**src/rtl/tbs_pkg.sv**
```systemverilog
package tbs_pkg;
  localparam int ADDR_W    = 16;
  localparam int DATA_W    = 32;
  localparam int MASK_W    = DATA_W / 8;
  localparam int MAX_BURST = 16;
  localparam int LEN_W     = $clog2(MAX_BURST);
  localparam int CNT_W     = LEN_W + 1;

  typedef struct packed {
    logic [ADDR_W-1:0] addr;
    logic [LEN_W-1:0]  len;
    logic              masked;
    logic [MASK_W-1:0] mask;
  } wcmd_t;

  // dword count to length code (count minus one)
  function automatic logic [LEN_W-1:0] len_code(input logic [CNT_W-1:0] cnt);
    return LEN_W'(cnt - CNT_W'(1));
  endfunction

  function automatic logic lanes_full(input logic [MASK_W-1:0] be);
    return &be;
  endfunction

  function automatic logic lanes_none(input logic [MASK_W-1:0] be);
    return ~|be;
  endfunction

  function automatic wcmd_t mk_burst(input logic [ADDR_W-1:0] a, input logic [CNT_W-1:0] cnt);
    wcmd_t c;
    c.addr = a; c.len = len_code(cnt); c.masked = 1'b0; c.mask = '1;
    return c;
  endfunction

  function automatic wcmd_t mk_single(input logic [ADDR_W-1:0] a, input logic [MASK_W-1:0] be);
    wcmd_t c;
    c.addr = a; c.len = '0; c.masked = 1'b1; c.mask = be;
    return c;
  endfunction
endpackage

```
**src/rtl/tbs_data_buf.sv**
```systemverilog
module tbs_data_buf #(
  parameter int DEPTH = 32,
  parameter int WIDTH = 32
) (
  input  logic                       clk,
  input  logic                       rst_n,
  input  logic                       push,
  input  logic [WIDTH-1:0]           din,
  input  logic                       pop,
  output logic [WIDTH-1:0]           dout,
  output logic [$clog2(DEPTH):0]     count,
  output logic                       full
);
  localparam int PW = $clog2(DEPTH);

  logic [WIDTH-1:0] mem [DEPTH];
  logic [PW-1:0]    wptr, rptr;

  assign dout = mem[rptr];
  assign full = (count == (PW+1)'(DEPTH));

  always_ff @(posedge clk) begin
    if (push) mem[wptr] <= din;
  end

  always_ff @(posedge clk) begin
    if (!rst_n) begin
      wptr  <= '0;
      rptr  <= '0;
      count <= '0;
    end else begin
      if (push) wptr <= wptr + PW'(1);
      if (pop)  rptr <= rptr + PW'(1);
      count <= count + (PW+1)'(push) - (PW+1)'(pop);
    end
  end


  no_overflow_chk: assert property (@(posedge clk) disable iff (!rst_n)
    push |-> (count < (PW+1)'(DEPTH)));


  no_underflow_chk: assert property (@(posedge clk) disable iff (!rst_n)
    pop |-> (count != '0));
endmodule

```
**src/rtl/tbs_cmd_queue.sv**
```systemverilog
module tbs_cmd_queue
  import tbs_pkg::*;
#(
  parameter int DEPTH = 8
) (
  input  logic  clk,
  input  logic  rst_n,
  input  logic  push_a,
  input  wcmd_t cmd_a,
  input  logic  push_b,
  input  wcmd_t cmd_b,
  input  logic  pop,
  output wcmd_t head,
  output logic  avail,
  output logic  room2
);
  localparam int PW = $clog2(DEPTH);

  wcmd_t         mem [DEPTH];
  logic [PW-1:0] wptr, rptr, wptr_b;
  logic [PW:0]   count;
  logic [PW:0]   ins;

  assign head   = mem[rptr];
  assign avail  = (count != '0);
  assign room2  = (count <= (PW+1)'(DEPTH - 2));
  assign wptr_b = push_a ? wptr + PW'(1) : wptr;
  assign ins    = (PW+1)'(push_a) + (PW+1)'(push_b);

  // entry a (the closed burst) always lands before entry b
  always_ff @(posedge clk) begin
    if (push_a) mem[wptr]   <= cmd_a;
    if (push_b) mem[wptr_b] <= cmd_b;
  end

  always_ff @(posedge clk) begin
    if (!rst_n) begin
      wptr  <= '0;
      rptr  <= '0;
      count <= '0;
    end else begin
      wptr  <= wptr + PW'(ins);
      if (pop) rptr <= rptr + PW'(1);
      count <= count + ins - (PW+1)'(pop);
    end
  end


  q_overflow_chk: assert property (@(posedge clk) disable iff (!rst_n)
    (push_a || push_b) |-> (count + ins <= (PW+1)'(DEPTH)));
endmodule

```
**src/rtl/tbs_seg_track.sv**
```systemverilog
module tbs_seg_track
  import tbs_pkg::*;
(
  input  logic              clk,
  input  logic              rst_n,
  input  logic              fire,
  input  logic              first,
  input  logic              last,
  input  logic [ADDR_W-1:0] addr,
  input  logic [MASK_W-1:0] be,
  output logic              push_a,
  output wcmd_t             cmd_a,
  output logic              push_b,
  output wcmd_t             cmd_b,
  output logic              store
);
  logic              open;
  logic [CNT_W-1:0]  open_cnt;
  logic [ADDR_W-1:0] open_addr, next_addr;

  logic [ADDR_W-1:0] beat_addr, run_addr;
  logic [CNT_W-1:0]  run_cnt;
  logic              full_be, none_be, run_close;

  always_comb begin
    beat_addr = first ? addr : next_addr;
    full_be   = lanes_full(be);
    none_be   = lanes_none(be);
    run_cnt   = (open ? open_cnt : '0) + CNT_W'(1);
    run_addr  = open ? open_addr : beat_addr;
    run_close = (run_cnt == CNT_W'(MAX_BURST)) || last;
    push_a    = 1'b0;
    push_b    = 1'b0;
    cmd_a     = mk_burst(open_addr, open_cnt);
    cmd_b     = mk_single(beat_addr, be);
    if (fire) begin
      if (full_be) begin
        if (run_close) begin
          push_a = 1'b1;
          cmd_a  = mk_burst(run_addr, run_cnt);
        end
      end else begin
        push_a = open;
        push_b = !none_be;
      end
    end
  end

  assign store = fire && !none_be;

  always_ff @(posedge clk) begin
    if (!rst_n) begin
      open      <= 1'b0;
      open_cnt  <= '0;
      open_addr <= '0;
      next_addr <= '0;
    end else if (fire) begin
      next_addr <= beat_addr + ADDR_W'(1);
      if (full_be && !run_close) begin
        open      <= 1'b1;
        open_cnt  <= run_cnt;
        open_addr <= run_addr;
      end else begin
        open      <= 1'b0;
        open_cnt  <= '0;
      end
    end
  end


  open_limit_chk: assert property (@(posedge clk) disable iff (!rst_n)
    open |-> (open_cnt != '0) && (open_cnt < CNT_W'(MAX_BURST)));
endmodule

```
**src/rtl/tgt_burst_segmenter.sv**
```systemverilog
module tgt_burst_segmenter
  import tbs_pkg::*;
#(
  parameter int BUF_DEPTH = 32,
  parameter int Q_DEPTH   = 8
) (
  input  logic              clk,
  input  logic              rst_n,
  input  logic              in_valid,
  output logic              in_ready,
  input  logic              in_first,
  input  logic              in_last,
  input  logic [ADDR_W-1:0] in_addr,
  input  logic [DATA_W-1:0] in_data,
  input  logic [MASK_W-1:0] in_be,
  output logic              cmd_valid,
  input  logic              cmd_ready,
  output logic [ADDR_W-1:0] cmd_addr,
  output logic [LEN_W-1:0]  cmd_len,
  output logic              cmd_masked,
  output logic [MASK_W-1:0] cmd_mask,
  input  logic              pull_valid,
  output logic              wr_valid,
  output logic [DATA_W-1:0] wr_data
);
  localparam int CW = $clog2(BUF_DEPTH) + 1;

  logic          in_fire, cmd_fire, store;
  logic          push_a, push_b, q_room2, buf_full;
  wcmd_t         cmd_a, cmd_b, head;
  logic [CW-1:0] buf_count, credit, grant_words;

  assign in_ready = !buf_full && q_room2;
  assign in_fire  = in_valid && in_ready;
  assign cmd_fire = cmd_valid && cmd_ready;

  tbs_seg_track u_seg (
    .clk(clk), .rst_n(rst_n), .fire(in_fire), .first(in_first), .last(in_last),
    .addr(in_addr), .be(in_be), .push_a(push_a), .cmd_a(cmd_a),
    .push_b(push_b), .cmd_b(cmd_b), .store(store)
  );

  tbs_cmd_queue #(.DEPTH(Q_DEPTH)) u_q (
    .clk(clk), .rst_n(rst_n), .push_a(push_a), .cmd_a(cmd_a),
    .push_b(push_b), .cmd_b(cmd_b), .pop(cmd_fire), .head(head),
    .avail(cmd_valid), .room2(q_room2)
  );

  tbs_data_buf #(.DEPTH(BUF_DEPTH), .WIDTH(DATA_W)) u_buf (
    .clk(clk), .rst_n(rst_n), .push(store), .din(in_data), .pop(wr_valid),
    .dout(wr_data), .count(buf_count), .full(buf_full)
  );

  assign cmd_addr   = head.addr;
  assign cmd_len    = head.len;
  assign cmd_masked = head.masked;
  assign cmd_mask   = head.mask;

  // granted but not yet pulled dwords
  assign grant_words = cmd_fire ? CW'(cmd_len) + CW'(1) : '0;
  assign wr_valid    = pull_valid && (credit != '0);

  always_ff @(posedge clk) begin
    if (!rst_n) credit <= '0;
    else        credit <= credit + grant_words - CW'(wr_valid);
  end


  data_ready_chk: assert property (@(posedge clk) disable iff (!rst_n)
    cmd_valid |-> ({1'b0, buf_count} >= {1'b0, credit} + (CW+1)'(cmd_len) + (CW+1)'(1)));


  cmd_hold_chk: assert property (@(posedge clk) disable iff (!rst_n)
    (cmd_valid && !cmd_ready) |=> (cmd_valid && $stable(head)));


  masked_len_chk: assert property (@(posedge clk) disable iff (!rst_n)
    (cmd_valid && cmd_masked) |-> (cmd_len == '0));


  burst_mask_chk: assert property (@(posedge clk) disable iff (!rst_n)
    (cmd_valid && !cmd_masked) |-> (&cmd_mask));
endmodule

```
**config.mk**
```make
export PLATFORM = sky130hd
export DESIGN_NAME = tgt_burst_segmenter
export DESIGN_NICKNAME = d
export VERILOG_FILES = /design/src/rtl/tbs_pkg.sv /design/src/rtl/tbs_data_buf.sv /design/src/rtl/tbs_cmd_queue.sv /design/src/rtl/tbs_seg_track.sv /design/src/rtl/tgt_burst_segmenter.sv
export SDC_FILE = /design/constraint.sdc
export NUM_CORES = 1
export LEC_CHECK = 0
export BUFFER_PORTS_ARGS = -buffer_cell sky130_fd_sc_hd__buf_2
export CAP_MARGIN = 20
export CORE_MARGIN = 4
export CORE_UTILIZATION = 60
export CTS_BUF_LIST = sky130_fd_sc_hd__clkbuf_4 sky130_fd_sc_hd__clkbuf_8 sky130_fd_sc_hd__clkbuf_16
export DETAILED_ROUTE_END_ITERATION = 10
export GPL_TIMING_DRIVEN = 0
export PLACE_DENSITY = 0.77
export SLEW_MARGIN = 20
export SYNTH_ARGS = -nofsm -noshare
export SYNTH_HDL_FRONTEND = slang
export SYNTH_SLANG_ARGS = --single-unit
```
**constraint.sdc**
```tcl
create_clock -name clk -period 4.4 [get_ports clk]
set_input_delay 0 -clock clk [delete_from_list [all_inputs] [get_ports clk]]
set_output_delay 0 -clock clk [all_outputs]
set_load 0.01 [all_outputs]
```
==> impl_metrics.json <==
{
  "drv_slew": 0,
  "utilization": 0.705,
  "synth_compound_area_frac": 0.0463,
  "p_comb_frac": 0.212,
  "finClkSkew_ns": 0.0421,
  "cp.required_ns": 4.40,
  "synth-seq-cells": 1302,
  "synth_top_area_frac": 0.666,
  "drc": 0,
  "swShare": 0.273,
  "status": "complete, no violations",
  "wl_met1_um": 53500,
  "synthTopCellsByArea": "edfxtp_1, mux4_2, dfxtp_1, o21ai_0, mux2_2",
  "num_io_pins": 119,
  "synth_async_sr_flop_share": 0,
  "crit_path_end_kind": "primary output",
  "pwr-share-clk": 0.354,
  "ys_seq_area_frac": 0.711,
  "r2r_setup_slack_ns": 0.28,
  "vias": 31500,
  "arrival_ns": 4.38,
  "intPower_w": 0.0237,
  "pwr_density_cell_nw_per_um2": 524,
  "synth-edff-count": 1184,
  "synth_top_family_by_area": "multiplexers",
  "share_seq_of_total_power": 0.434,
  "synthesis.nets": 2951,
  "dp_worst_setup_slack_ns": 0.0867,
  "nFillCells": 5072,
  "grt_max_degree": 33,
  "grt_first_pass_wirelength_um": 225000,
  "firstDrtPassIters": 8,
  "hold_viol_final": 0,
  "grt_pass1_vias": 31900,
  "met2WireLength_um": 77000,
  "ff_latch_area_um2": 37900,
  "wl_met3_um": 16600,
  "port_buffers": 117,
  "drive_above_1_share": 0.290,
  "synthTopCellsByCount": "edfxtp_1, mux4_2, o21ai_0, nor2_1, clkbuf_1",
  "finalCritPeriodShare": 0.995,
  "fmax_ghz": 0.228,
  "die_h_um": 306,
  "synth_flop_cell": "edfxtp_1",
  "core-area_um2": 88200,
  "area_growth_pct": 16.6,
  "die_w_um": 306,
  "synth-xor-area-share": 0.00591,
  "total_leakage_power_nw": 19.8,
  "yosysWarnings": 0,
  "max-clock-path-buffers": 3,
  "synth.mux.area_fraction": 0.175,
  "gr-total-overflow": 0,
  "p_switching_w": 0.00890,
  "synth_most_common_cell": "edfxtp_1",
  "avgSynthCellArea_um2": 18.7,
  "initial_core_util": 0.605,
  "top_layer": "met4",
  "crit_path_start_kind": "register",
  "fin_nets": 3323,
  "finalCriticalPeriod_ns": 4.38,
  "synthAdderAreaFrac": 0.0104,
  "cts_tree": "built",
  "postRouteAntennaNets": 0,
  "drtIter0Drc": 5057,
  "dp_hpwl_um": 96200,
  "ys_types": 66,
  "wl_per_cell_um": 34.6,
  "root_buffer": "clkbuf_16",
  "yosysTopAreaCell": "edfxtp_1",
  "clk_latency_ns": 0.77,
  "crit_type": "reg -> out",
  "worstPathMaxFanout": 10,
  "rows": 109,
  "synthCells": 2850,
  "die_area_um2": 93700,
  "worst_pin_slew_ns": 1.18,
  "maxCapViolCount": 0,
  "antenna_found_initial": 1,
  "wl_um": 155000,
  "r2r_end": "u_q.mem[4][9]",
  "hp-class": "in -> reg",
  "cp-endpoint": "wr_data[29]",
  "syn_area_um2": 53300,
  "power_w": 0.0326,
  "worstReg2RegStart": "u_seg.open",
  "rsz0062_at_grt": "no",
  "via_per_inst": 7.02,
  "setup_ws_ns": 0.0207,
  "cts_made_buffers": 132,
  "min_from": "pull_valid",
  "place_congestion": 0.905,
  "synthSimpleGateAreaFrac": 0.0333,
  "relSlewSlack": 0.211,
  "grt_usage": 0.335,
  "peakVddDrop_mv": 0.474,
  "cts_setup_buffers": 0,
  "htreeDepth": 4,
  "cts.sinks": 1302,
  "rr_worst_depth": 9,
  "setup_viol": 0,
  "multi_input_area_um2": 14700,
  "clk_pin_slew_ns": 0.06
}
==> area by class of cell <==
class / count / share of cell area
timing repair buffer: 238 / 0.0432
multi-input combinational: 1310 / 0.236
antenna: 2 / 0.0000805
tap: 1165 / 0.0234
clock inverter: 61 / 0.0122
clock buffer: 171 / 0.0590
sequential: 1302 / 0.610
buffer: 192 / 0.0134
inverter: 46 / 0.00278
==> routing by layer <==
metal  vias up  track usage
met5         -            0
met3       488       0.0661
li1      12400            -
met4         0        0.150
met2      2534        0.553
met1     16100        0.442
==> metrics by stage <==
stage               setup TNS [ns]  cells  instance area [um2]  hold WS, ns
floorplan                        0   2850                53300       0.0989
global placement          -1449.19   4132                55400        0.372
detailed placement               0   4192                57100        0.373
CTS                              0   4484                62200      0.00148
global route                     0   4485                62200       0.0831
finish                           0   4487                62200       0.0210
==> timing repair <==
action                      CTS  global route
resized for setup             0            12
hold buffers                 60             0
hold endpoints to repair   1138             0
setup endpoints to repair     0           107
==> worst max-delay path, cell delays in order, from the launching register on <==
cell and delay (ns):
dfxtp_1 0.54, clkdlybuf4s15_1 0.81, clkbuf_1 0.90, mux4_2 0.43
mux4_2 0.49, mux2_2 0.31, buf_2 0.15
==> registers in the layout, indices dropped and copies added (netlist names), named ones only <==
signal	count
u_buf.mem	1024
u_q.mem	200
u_seg.next_addr	16
u_seg.open_addr	16
credit	6
u_buf.count	6
u_buf.rptr	5
u_buf.wptr	5
u_seg.open_cnt	5
u_q.count	4
u_q.rptr	3
u_q.wptr	3
u_seg.open	1
==> worst min-delay path by stage <==
stage	endpoint	slack, ns	cells past startpoint
after global placement	u_seg.next_addr[15]	0.37	3
after CTS	register	0.001	5
final	register	0.02	5
after global routing	register	0.08	5
after detailed placement	u_seg.next_addr[15]	0.37	3
after floorplan	u_buf.mem[0][0]	0.1	0
==> cells by family (layout without fill, tap and decap cells) <==
| group | count (synthesis) | in the layout |
|---|---|---|
| other | 0 | 2 |
| AND/OR/NAND/NOR | 375 | 375 |
| multiplexers | 460 | 460 |
| buffers and inverters | 238 | 708 |
| XOR/XNOR | 36 | 36 |
| AO/OA/AOI/OAI | 397 | 397 |
| flip-flops | 1302 | 1302 |
| adder cells (fa/ha/maj) | 42 | 42 |
==> cells in the final DEF (no fill, tap or decap), drive strengths merged, types with 4 or more instances in the layout <==
master / count
edfxtp: 1184
mux4: 370
clkbuf: 293
buf: 247
o21ai: 185
nor2: 160
dfxtp: 118
nand2: 93
a22oi: 80
mux2: 70
dlygate4sd3: 60
inv: 55
a211oi: 49
a21oi: 39
ha: 38
clkinv: 36
and2: 26
xnor2: 22
nand3: 21
mux2i: 20
nand4: 18
xor2: 14
a32oi: 12
bufinv: 12
nor3: 12
o22ai: 8
nand3b: 7
and3: 7
nand2b: 6
a21o: 6
a21boi: 5
and4: 4
fa: 4
clkinvlp: 4
nor4: 4
==> power by group through the flow <==
stage | clock network, W | registers (W) | logic [W]
after floorplan | 0 | 0.0143 | 0.00446
after global placement | 0 | 0.0144 | 0.00632
after detailed placement | 0 | 0.0144 | 0.00662
after CTS | 0.0116 | 0.0142 | 0.00689
after global routing | 0.0122 | 0.0142 | 0.00729
final | 0.0115 | 0.0142 | 0.00691
Note: power is estimated with default switching activity, not from simulation.
